### src/rtl/sar_conv_pkg.sv
package sar_conv_pkg;
  typedef enum logic {
    PH_ACQ  = 1'b0,
    PH_CONV = 1'b1
  } phase_e;
endpackage

### src/rtl/sar_acq_timer.sv
// Counts acquire cycles and saturates once the minimum window is reached.
module sar_acq_timer #(
  parameter int ACQ_CYC = 100
) (
  input  logic clk,
  input  logic rst_n,
  input  logic run,
  output logic done
);
  localparam int CW = $clog2(ACQ_CYC + 1);
  localparam logic [CW-1:0] LAST = CW'(ACQ_CYC - 1);

  logic [CW-1:0] cnt;

  // done means the current cycle completes the window
  assign done = run && (cnt == LAST);

  always_ff @(posedge clk or negedge rst_n) begin
    if (!rst_n) begin
      cnt <= '0;
    end else if (!run) begin
      cnt <= '0;
    end else if (cnt != LAST) begin
      cnt <= cnt + 1'b1;
    end
  end
endmodule

### src/rtl/sar_bit_engine.sv
// SAR register plus a one-hot probe marking the bit under trial.
module sar_bit_engine #(
  parameter int W = 14
) (
  input  logic         clk,
  input  logic         rst_n,
  input  logic         clear,
  input  logic         step,
  input  logic         cmp,
  output logic [W-1:0] trial,
  output logic [W-1:0] word_nxt,
  output logic         last
);
  logic [W-1:0] sar_q;
  logic [W-1:0] probe_q;

  assign trial = sar_q | probe_q;
  assign last  = probe_q[0];

  for (genvar b = 0; b < W; b++) begin : g_bit
    assign word_nxt[b] = sar_q[b] | (probe_q[b] & cmp);

    always_ff @(posedge clk or negedge rst_n) begin
      if (!rst_n) begin
        sar_q[b]   <= 1'b0;
        probe_q[b] <= 1'b0;
      end else if (clear) begin
        sar_q[b]   <= 1'b0;
        probe_q[b] <= (b == W - 1);
      end else if (step) begin
        sar_q[b]   <= word_nxt[b];
        probe_q[b] <= (b == W - 1) ? 1'b0 : probe_q[(b + 1) % W];
      end
    end
  end
endmodule

### src/rtl/sar_out_latch.sv
// Holds the finished word; flags each load for one cycle.
module sar_out_latch #(
  parameter int W = 14
) (
  input  logic         clk,
  input  logic         rst_n,
  input  logic         load,
  input  logic [W-1:0] d,
  output logic [W-1:0] q,
  output logic         vld
);
  always_ff @(posedge clk or negedge rst_n) begin
    if (!rst_n) begin
      q   <= '0;
      vld <= 1'b0;
    end else begin
      vld <= load;
      if (load) q <= d;
    end
  end
endmodule

### src/rtl/sar_conv_ctrl.sv
module sar_conv_ctrl
  import sar_conv_pkg::*;
#(
  parameter int W       = 14,
  parameter int ACQ_CYC = 100
) (
  input  logic         clk,
  input  logic         rst_n,
  input  logic         sel_i,
  input  logic         start_i,
  input  logic         cmp_i,
  output logic         sample_o,
  output logic         zero_o,
  output logic [W-1:0] trial_o,
  output logic         busy_o,
  output logic [W-1:0] result_o,
  output logic         result_vld_o
);
  phase_e       phase_q;
  logic         pend_q;
  logic         req, in_acq, acq_done, go, fin, last;
  logic [W-1:0] word_nxt;

  assign req    = sel_i && start_i;
  assign in_acq = (phase_q == PH_ACQ);
  assign go     = in_acq && acq_done && (req || pend_q);
  assign fin    = (phase_q == PH_CONV) && last;

  sar_acq_timer #(.ACQ_CYC(ACQ_CYC)) u_timer (
    .clk  (clk),
    .rst_n(rst_n),
    .run  (in_acq),
    .done (acq_done)
  );

  sar_bit_engine #(.W(W)) u_engine (
    .clk     (clk),
    .rst_n   (rst_n),
    .clear   (go),
    .step    (phase_q == PH_CONV),
    .cmp     (cmp_i),
    .trial   (trial_o),
    .word_nxt(word_nxt),
    .last    (last)
  );

  sar_out_latch #(.W(W)) u_latch (
    .clk  (clk),
    .rst_n(rst_n),
    .load (fin),
    .d    (word_nxt),
    .q    (result_o),
    .vld  (result_vld_o)
  );

  always_ff @(posedge clk or negedge rst_n) begin
    if (!rst_n) begin
      phase_q <= PH_ACQ;
      pend_q  <= 1'b0;
    end else begin
      if (go) phase_q <= PH_CONV;
      else if (fin) phase_q <= PH_ACQ;
      // requests are only remembered while acquiring
      if (go) pend_q <= 1'b0;
      else if (in_acq && req) pend_q <= 1'b1;
    end
  end

  assign busy_o   = (phase_q == PH_CONV);
  assign sample_o = in_acq;
  assign zero_o   = in_acq;
endmodule

### config.mk
export PLATFORM = sky130hd
export DESIGN_NAME = sar_conv_ctrl
export DESIGN_NICKNAME = d
export VERILOG_FILES = /design/src/rtl/sar_conv_pkg.sv /design/src/rtl/sar_acq_timer.sv /design/src/rtl/sar_bit_engine.sv /design/src/rtl/sar_out_latch.sv /design/src/rtl/sar_conv_ctrl.sv
export SDC_FILE = /design/constraint.sdc
export NUM_CORES = 1
export LEC_CHECK = 0
export ABC_AREA = 1
export CORE_ASPECT_RATIO = 2
export CORE_MARGIN = 1
export CORE_UTILIZATION = 53
export CTS_CLUSTER_SIZE = 28
export DETAILED_ROUTE_END_ITERATION = 16
export GPL_TIMING_DRIVEN = 0
export PLACE_DENSITY = 0.79
export RECOVER_POWER = 25
export SYNTH_ARGS = -nofsm -noshare
export SYNTH_HDL_FRONTEND = slang
export SYNTH_SLANG_ARGS = --single-unit
export TNS_END_PERCENT = 5
### constraint.sdc
create_clock -name clk -period 1.6 [get_ports clk]
set_input_delay 0.16 -clock clk [delete_from_list [all_inputs] [get_ports clk]]
set_output_delay 0.16 -clock clk [all_outputs]
set_load 0.005 [all_outputs]
# == After elaboration in Yosys (flattened, before gate mapping) ==
# Cells that the tools add are included.
# word_totals
register_bits,52
in_bits,5
output_inout_bits,32
elab_cells,139
# op_classes
addsub,1
eq_ne,2
muxes,62
bitwise,30
reduce_logical,11
# ops
op,count
1-bit two-way mux,60
1-bit AND,14
7-bit two-way mux,2
1-bit OR,14
14-bit OR,1
2-bit nonzero test,4
"7-bit by 1-bit adder with 7-bit output, second input constant",1
"7-bit == test, second input constant",1
"7-bit inequality test, second input constant",1
1-bit logical AND,6
1-bit logical OR,1
1-bit NOT,1

# == Longest topological paths before layout ==
# Gate-level depths: netlist of the first run.
# logic_depth
word_depth,5
ltp_mapped,8
depth_no_buf,7

# == Modules after synthesis ==
# From an unflattened synthesis of the first run, not the netlist that was laid out.
# unflattened
hier_cells,288
hier_area_um2,2396.0
# by_module_without_submodules
module,n_inst,cells_per_inst,area_per_inst_um2,seq_area_each_um2
sar_bit_engine,1,158,1338.8,700.7
sar_out_latch,1,60,555.5,375.4
sar_acq_timer,1,50,376.6,175.2
sar_conv_ctrl,1,20,125.1,50.0

# == Worst setup path after synthesis of the first run ==
# OpenSTA, ideal clock, no wires.
# synth_path
path_type,register -> register
startpoint,reg u_timer.cnt[0]
endpoint,reg u_engine.sar_q[3]
setup_time_ns,0.116
arrival_time_ns,1.171
required_ns,1.484
slack_ns,0.313
path_stages_with_launch,9
n_path_buf,2
synth_period_minus_slack_ns,1.287
cell_sequence,dfrtp_1 > ha_1 > nand2_1 > nor2_4 > nand3_2 > buf_6 > buf_6 > nand2_2 > nand2_1
# synth_between
elab_chain_len,5
elab_cells_between_ends,6
classes_between,1 x eq/ne; 1 x mux; 4 x reduce/logical
# synth_lines
item,line_no,rtl
from (decl),sar_acq_timer.sv:13,logic [CW-1:0] cnt;
from (signal assigned),sar_acq_timer.sv:24,cnt <= cnt + 1'b1;
7-bit == test *,sar_acq_timer.sv:16,assign done = run && (cnt == LAST);
1-bit logical AND *,sar_acq_timer.sv:16,
1-bit logical AND * (2 in series),sar_conv_ctrl.sv:26,assign go = in_acq && acq_done && (req || pend_q);
1-bit two-way mux or 2-bit nonzero test (tied branches),-,
"to (signal, indexed assignment)",sar_bit_engine.sv:31,sar_q[b] <= word_nxt[b];
to (decl),sar_bit_engine.sv:14,logic [W-1:0] sar_q;
# Every way passes the cells marked *; elsewhere a longest branch is shown, timed or not.
# A chain may end at the register's enable or synchronous reset.

# == Final worst setup path of the first run ==
# layout_path
startpoint,reg phase_q (netlist: busy_o)
endpoint,out busy_o
# layout_lines
item,line_no,rtl
from (decl),sar_conv_ctrl.sv:19,phase_e phase_q;
from (signal assigned),sar_conv_ctrl.sv:58,phase_q <= PH_ACQ;
from (signal assigned),sar_conv_ctrl.sv:61,if (go) phase_q <= PH_CONV;
from (signal assigned),sar_conv_ctrl.sv:62,else if (fin) phase_q <= PH_ACQ;
to (decl),sar_conv_ctrl.sv:15,"output logic busy_o,"
# No word-level cell between the ends.

==> out/results.txt, run 1 <==
Finished Cell Area - 2860 um^2
Gpl congestion - 0.789
Synth Area in Adders - 0.547%
Vias per cell - 4.96
Most common cell in the netlist - nand2_1
Number of max-cap violations - 0
Crit path launch type - register
Storage element area - 1300 um^2
Total CTS buffers - 5
Hpwl dp - 3.38 mm
WP data arrival - 1.32 ns
Avg Inst Size Synth - 8.32 um^2
Synth Area in XOR/XNOR - 0.766%
Number of global-route vias before repair - 1900
Psw - 495 uW
Root buffer cell - clkbuf_8
Area of the multi-input gates - 806 um^2
Initial antenna violation count - 0
Maximum fanout along the worst path - 3
Yosys cell types - 22
Min cycle time layout - 1.48 ns
Clock share of power - 37.4%
Top_reg_cell synth - dfrtp_1
Clk slew on worst S/H paths - 0.09 ns
Worst hold path type - primary input to register
Number of synthesized register bits - 52
Slowest CP cell - dfrtp_2
Pin count of the biggest net entering global routing - 31
First-pass GRT wire length - 8.30 mm
DRC violations left - 0
Post-Place Cell Area - 2720 um^2
Clock Latency Late Sink - 0.30 ns
Worst path max stage delay - 0.44 ns
Post-synthesis simple-gate area fraction - 27.7%
Total Nets Final - 327
Pleak - 1.45 nW
CTS sink cnt - 52
Peak supply drop - 0.000671 V
Post-synthesis sequential area ratio - 56.9%
Max-slew violations - 0
Leading area contributor after synthesis - dfrtp_1
Setup TNS - 0 ns
Synth top area cells - dfrtp_1 57%, nand2_1 16%, inv_1 4.6%, nand3_1 4.4%, o21ai_0 3.7%
Max Clk Rate - 675 MHz
Synth Instances - 275
Worst rel slew slack - 62.4%
Switching Share - 21.0%
Overflow after GRT - 0
First-pass iteration count of the detailed router - 4
RSZ-0062 raised after global routing - no
Core Box Area - 4130 um^2
Run status - finished clean
Initial Utilization - 55.4%
Final hold vios - 0
P&R area growth vs syn - 24.9%
Max Clock Skew - 0.00642 ns
Internal power - 1.86 mW
Worst slew pin tran - 0.564 ns
Post-synth top cells - 96 x nand2_1, 52 x dfrtp_1, 28 x inv_1
Final setup viols - 0
ANT nets after route - 0
Pwr Total - 2.35 mW
Die W - 48.5 um
Critical path class - register to output port
Port Buffers - 35
Post-synthesis net count - 281
Die Area - 4600 um^2
FILL cells - 365
Fraction of layout cells with a size suffix above 1 - 10.9%
Synthesized area - 2290 um^2
I/O pin cnt - 37
# H-tree levels - 2
Tot GR Track Use - 24.1%
# rows - 33
Mux contribution to synthesized area - 0%
Synth Area in Compound Gates - 6.18%
Final WL - 4.90 mm
CP Capture Type - output port
Sequential fraction of design power - 57.4%
Via count - 1856
CP required - 1.44 ns
Crit path cell chain - buf_4 > clkdlybuf4s50_1
Share of flip-flops with an asynchronous set or reset - 100%
Largest family of logic cells by synthesized area - simple AND/OR/NAND/NOR gates
Final Cycle Share - 92.6%
Initial drt markers - 38
Combinational group share of total power - 5.2%
Clk buf depth - 2
Area share of the largest cell type after synthesis - 56.9%
EDFF count, synth - 0
Pwr dens - 824 nW/um^2
TritonCTS clock tree - built
Avg WL per Cell - 13.1 um
Die Ht - 94.9 um
N_diodes - 0
Synth warnings - 0
-- state kept, by name, summed over array words and instances (netlist names) --
name / cells
u_latch.q: 14
u_timer.cnt: 7
u_engine.probe_q: 13
u_latch.vld: 1
busy_o: 1
u_engine.sar_q: 14
u_engine.last: 1
pend_q: 1
-- through the flow --
step	std cells	worst slack [ns]	util (%)	hold WS [ns]
after global routing	374	0.0579	69.2	0.245
after detailed placement	363	-0.210	65.8	0.167
after floorplan	275	0.313	-	-0.136
after CTS	374	0.0102	69.4	0.221
after global placement	362	-1.17	65.5	0.453
final	374	0.118	69.2	0.225
-- logic make-up after synthesis --
| family | after synthesis |
|---|---|
| adders and majority gates | 1 |
| xor gates and xnor gates | 2 |
| and+or+nand+nor | 150 |
| buffers and inverters | 42 |
| DFF | 52 |
| AOI/OAI and AO/OA | 28 |
-- power groups by stage --
| stage | registers, mW | logic, mW | clock network [mW] |
|---|---|---|---|
| detailed placement | 1.38 | 0.127 | 0 |
| finish | 1.35 | 0.122 | 0.881 |
| CTS | 1.35 | 0.129 | 0.897 |
| floorplan | 1.38 | 0.0414 | 0 |
| global placement | 1.38 | 0.120 | 0 |
| global route | 1.36 | 0.140 | 0.957 |
-- worst paths after layout --
check,cells past startpoint,from,slack [ns],to
min reg2reg,2,u_engine.sar_q[11],0.48,u_engine.sar_q[11]
max,2,busy_o,0.12,busy_o
min in group asynchronous,2,rst_n,0.38,u_timer.cnt[1]
max reg2reg,5,busy_o,0.15,u_engine.sar_q[4]
min,3,cmp_i,0.23,u_latch.q[2]
max in group asynchronous,3,rst_n,0.33,busy_o
-- routing by layer --
metal	global-route usage [%]	up-vias	part of all wire, %
li1	-	930	-
met5	0	-	0
met4	11.8	0	2.7
met1	23.7	872	37
met3	4.67	12	3.3
met2	46.9	42	57
-- what timing repair did --
item | 4_1_cts | 5_1_grt
resized for setup | 16 | 3
hold endpoints to repair | 22 | 0
endpoints found under the setup margin | 10 | 9
setup buffers | 2 | 0
hold buffers | 1 | 0
-- layout make-up --
| cell class | count | area share (%) |
|---|---|---|
| repair buffers | 39 | 12.9 |
| multi-input cells | 181 | 28.2 |
| well taps | 52 | 2.28 |
| clock inverters | 2 | 1.23 |
| plain buffers | 12 | 3.15 |
| flip-flops and latches | 52 | 45.6 |
| inverters | 30 | 4.12 |
| clock buffers | 6 | 2.54 |
-- layout by cell type, fill, tap and decap left out, drive strengths merged, types with 2 or more instances in the layout --
cell           synthesis  final
buf                    7      9
clkbuf                 5     13
dfrtp                 52     52
clkinv                 1      2
inv                   29     29
or2                    9      9
dlygate4sd2            0      9
o21ai                 17     17
a21oi                 10     10
clkdlybuf4s50          0     24
nand2                 97     97
nand3                 22     22
nor2                  21     21
xor2                   2      2
-- critical path, delay by kind of cell (launching register included) --
family | cells | cell delay (ns)
buffers and inverters | 2 | 0.58
flip-flops | 1 | 0.44
No activity file was read; power rests on OpenSTA's default activity.
==> run 2, diff against run 1 <==
--- a/config.mk
+++ b/config.mk
@@ -8,13 +8,13 @@
 export ABC_AREA = 1
 export CORE_ASPECT_RATIO = 2
 export CORE_MARGIN = 1
-export CORE_UTILIZATION = 53
+export CORE_UTILIZATION = 40
 export CTS_CLUSTER_SIZE = 28
 export DETAILED_ROUTE_END_ITERATION = 16
 export GPL_TIMING_DRIVEN = 0
-export PLACE_DENSITY = 0.79
 export RECOVER_POWER = 25
 export SYNTH_ARGS = -nofsm -noshare
 export SYNTH_HDL_FRONTEND = slang
+export SYNTH_HIERARCHICAL = 1
 export SYNTH_SLANG_ARGS = --single-unit
 export TNS_END_PERCENT = 5
==> out/results.txt, run 2 <==
Run status - finished, violations left (was finished clean)
Failing checks - DRC, setup timing
Die Area - 6320 um^2 (was 4600 um^2)
CP Capture Type - register (was output port)
Peak supply drop - 0.000848 V (was 0.000671 V)
Number of synthesized register bits - 52 (unchanged)
Total Nets Final - 354 (was 327)
Pleak - 1.64 nW (was 1.45 nW)
Worst hold path type - primary input to asynchronous set/reset pin (was primary input to register)
Initial drt markers - 54 (was 38)
I/O pin cnt - 37 (unchanged)
Slowest CP cell - dfrtp_1 (was dfrtp_2)
# H-tree levels - 2 (unchanged)
Worst rel slew slack - 61.4% (was 62.4%)
Top_reg_cell synth - dfrtp_1 (unchanged)
Switching Share - 21.8% (was 21.0%)
Worst slew pin tran - 0.579 ns (was 0.564 ns)
FF-to-FF path depth - 14 (was 5)
ANT nets after route - 0 (unchanged)
Clock Latency Late Sink - 0.29 ns (was 0.30 ns)
P&R area growth vs syn - 34.9% (was 24.9%)
Max Clk Rate - 586 MHz (was 675 MHz)
TritonCTS clock tree - built (unchanged)
Number of stages on the worst setup path - 14 (was 2)
Port Buffers - 36 (was 35)
Via count - 1951 (was 1856)
Share of flip-flops with an asynchronous set or reset - 100% (unchanged)
Worst path max stage delay - 0.36 ns (was 0.44 ns)
Crit path cell chain - ha_2 > nand2_2 > inv_2 > nand3_4 > nor2_4 > inv_1 > nor2_1 > nand2_1 > inv_2 > inv_4 > nand2_8 > buf_12 > buf_12 > o21ai_2 (was buf_4 > clkdlybuf4s50_1)
Internal power - 2.01 mW (was 1.86 mW)
Avg Inst Size Synth - 8.32 um^2 (about the same)
Tot GR Track Use - 19.5% (was 24.1%)
Die Ht - 111 um (was 94.9 um)
Area share of the largest cell type after synthesis - 54.3% (was 56.9%)
Max Clock Skew - 0.00338 ns (was 0.00642 ns)
Pwr Total - 2.57 mW (was 2.35 mW)
Synthesized area - 2400 um^2 (was 2290 um^2)
Pwr dens - 795 nW/um^2 (was 824 nW/um^2)
Overflow after GRT - 0 (unchanged)
Fraction of layout cells with a size suffix above 1 - 21.6% (was 10.9%)
Biggest regs - u_engine/sar_q: 14 flops, u_latch/q: 14 flops, u_engine/probe_q: 13 flops (was u_engine.sar_q: 14 flops, u_latch.q: 14 flops, u_engine.probe_q: 13 flops)
Vias per cell - 4.77 (was 4.96)
Buf/Inv on CP - 6 (was 2)
Number of global-route vias before repair - 2046 (was 1900)
Clk buf depth - 2 (unchanged)
Synth warnings - 6 (was 0)
Min cycle time layout - 1.71 ns (was 1.48 ns)
Worst hold margin - 0.389 ns (was 0.225 ns)
Setup TNS - -1.30 ns (was 0 ns)
Synth Instances - 288 (was 275)
Post-synthesis sequential area ratio - 54.3% (was 56.9%)
First-pass GRT wire length - 9.46 mm (was 8.30 mm)
Commonest non-fill, non-tap cell in the layout - nand2_1 (unchanged)
FILL cells - 552 (was 365)
Crit path launch type - register (unchanged)
Final WL - 5.35 mm (was 4.90 mm)
Hpwl dp - 3.65 mm (was 3.38 mm)
Critical path class - register to register (was register to output port)
Finished Layout Cells - 409 (was 374)
Initial Utilization - 41.6% (was 55.4%)
Maximum fanout along the worst path - 5 (was 3)
Core Box Area - 5760 um^2 (was 4130 um^2)
Psw - 561 uW (was 495 uW)
Most frequent cells in the layout - 109 x nand2_1, 51 x dfrtp_1, 37 x inv_1 (was 96 x nand2_1, 51 x dfrtp_1, 28 x inv_1)
Avg WL per Cell - 13.1 um (about the same)
CP required - 1.78 ns (was 1.44 ns)
Root buffer cell - clkbuf_16 (was clkbuf_8)
Clk slew on worst S/H paths - 0.07 ns (was 0.09 ns)
N_diodes - 0 (unchanged)
# rows - 39 (was 33)
Post-synthesis net count - 294 (was 281)
EDFF count, synth - 0 (unchanged)
Number of max-cap violations - 0 (unchanged)
Clock share of power - 40.2% (was 37.4%)
Die W - 56.7 um (was 48.5 um)
Combinational group share of total power - 6.7% (was 5.2%)
Gpl congestion - 0.722 (was 0.789)
Max-slew violations - 0 (unchanged)
Initial antenna violation count - 0 (unchanged)
CTS sink cnt - 52 (unchanged)
Most common cell in the netlist - nand2_1 (unchanged)
Final Cycle Share - 107% (was 92.6%)
Synth top area cells - dfrtp_1 54%, nand2_1 18%, o21ai_2 7.3%, inv_1 6.1%, nor2_1 2.2% (was dfrtp_1 57%, nand2_1 16%, inv_1 4.6%, nand3_1 4.4%, o21ai_0 3.7%)
Yosys cell types - 21 (was 22)
Final hold vios - 0 (unchanged)
Crit path max-delay family - simple AND/OR/NAND/NOR gates (was buffers and inverters)
Dpl cells - 386 (was 363)
Leading area contributor after synthesis - dfrtp_1 (unchanged)
Total CTS buffers - 5 (unchanged)
WP data arrival - 1.89 ns (was 1.32 ns)
Final setup viols - 28 (was 0)
Post-synth top cells - 116 x nand2_1, 52 x dfrtp_1, 39 x inv_1 (was 96 x nand2_1, 52 x dfrtp_1, 28 x inv_1)
First-pass iteration count of the detailed router - 10 (was 4)
Worst Slack Setup Final - -0.106 ns (was 0.118 ns)
Pin count of the biggest net entering global routing - 32 (was 31)
RSZ-0062 raised after global routing - yes (was no)
DP Worst Slack - -0.253 ns (was -0.210 ns)
Sequential fraction of design power - 53.1% (was 57.4%)
DRC violations left - 2 (was 0)
## run 2: cell types whose count changed after synthesis, moves of 3 or more
cell / previous run / this run
or2_2: 9 / 3
nand2_1: 96 / 116
a21oi_1: 10 / 6
o21ai_0: 17 / 9
clkbuf_1: 5 / 0
o21ai_2: 0 / 20
buf_4: 1 / 4
nor2_1: 20 / 14
inv_1: 28 / 39
nand3_1: 20 / 7
## run 2: final timing paths
check	startpoint	endpoint	slack, ns
min reg2reg	u_latch/q[4]	u_latch/q[4]	0.47
max reg2reg	u_timer/cnt[0]	u_engine/sar_q[4]	-0.11
max in group asynchronous	rst_n	busy_o	0.63
min in group clk	u_latch/q[4]	u_latch/q[4]	0.47
min	rst_n	u_latch/q[6]	0.39
max	u_timer/cnt[0]	u_engine/sar_q[4]	-0.11
## run 2: stage by stage
step | utilization, % | cell area (um^2)
4_1_cts | 55.2 | 3180
3_5_place_dp | 49.9 | 2870
6_report | 56.1 | 3230
3_3_place_gp | 49.7 | 2860
5_1_grt | 56.1 | 3230
2_1_floorplan | - | 2420
## run 2: routing by layer
| layer | GRT usage, % | share of wire [%] |
|---|---|---|
| met4 | 7.33 | 1.8 |
| met2 | 36.7 | 57 |
| met5 | 0 | 0 |
| met1 | 20.8 | 39 |
| met3 | 3.60 | 2.4 |
## run 2: power by group through the flow
stage / Sequential (mW) / Clock (mW) / Combinational, mW
after floorplan: 1.39 / 0 / 0.0559
after global placement: 1.39 / 0 / 0.170
after detailed placement: 1.39 / 0 / 0.176
after CTS: 1.36 / 1.07 / 0.178
after global routing: 1.37 / 1.11 / 0.197
final: 1.36 / 1.03 / 0.173
## run 2: area by class of cell
| cell class | instances | area, um^2 | area share (%) |
|---|---|---|---|
| sequential | 52 | 1300 | 40.3 |
| buffer | 9 | 104 | 3.21 |
| clock buffer | 6 | 129 | 3.99 |
| clock inverter | 1 | 5.00 | 0.155 |
| timing repair buffer | 53 | 531 | 16.4 |
| tap | 61 | 76.3 | 2.36 |
| inverter | 42 | 160 | 4.96 |
| multi-input combinational | 185 | 925 | 28.6 |
## run 2: what timing repair did
item                                    4_1_cts  5_1_grt
gates resized for setup                      14       10
hold buffers                                  1        0
endpoints found under the setup margin       32       30
pin swaps                                     3        3
setup buffers                                12        2
endpoints found under the hold margin        21        0
gates cloned                                  1        0
## run 2: logic make-up (layout without fill, tap and decap cells)
group	after synthesis	count (layout)	synth area share, %
AO/OA/AOI/OAI	37	37	11.0
XOR/XNOR	1	1	0.366
adder cells (fa/ha/maj)	1	1	0.522
buffers and inverters	51	111	9.66
flip-flops	52	52	54.3
AND/OR/NAND/NOR	146	146	24.2
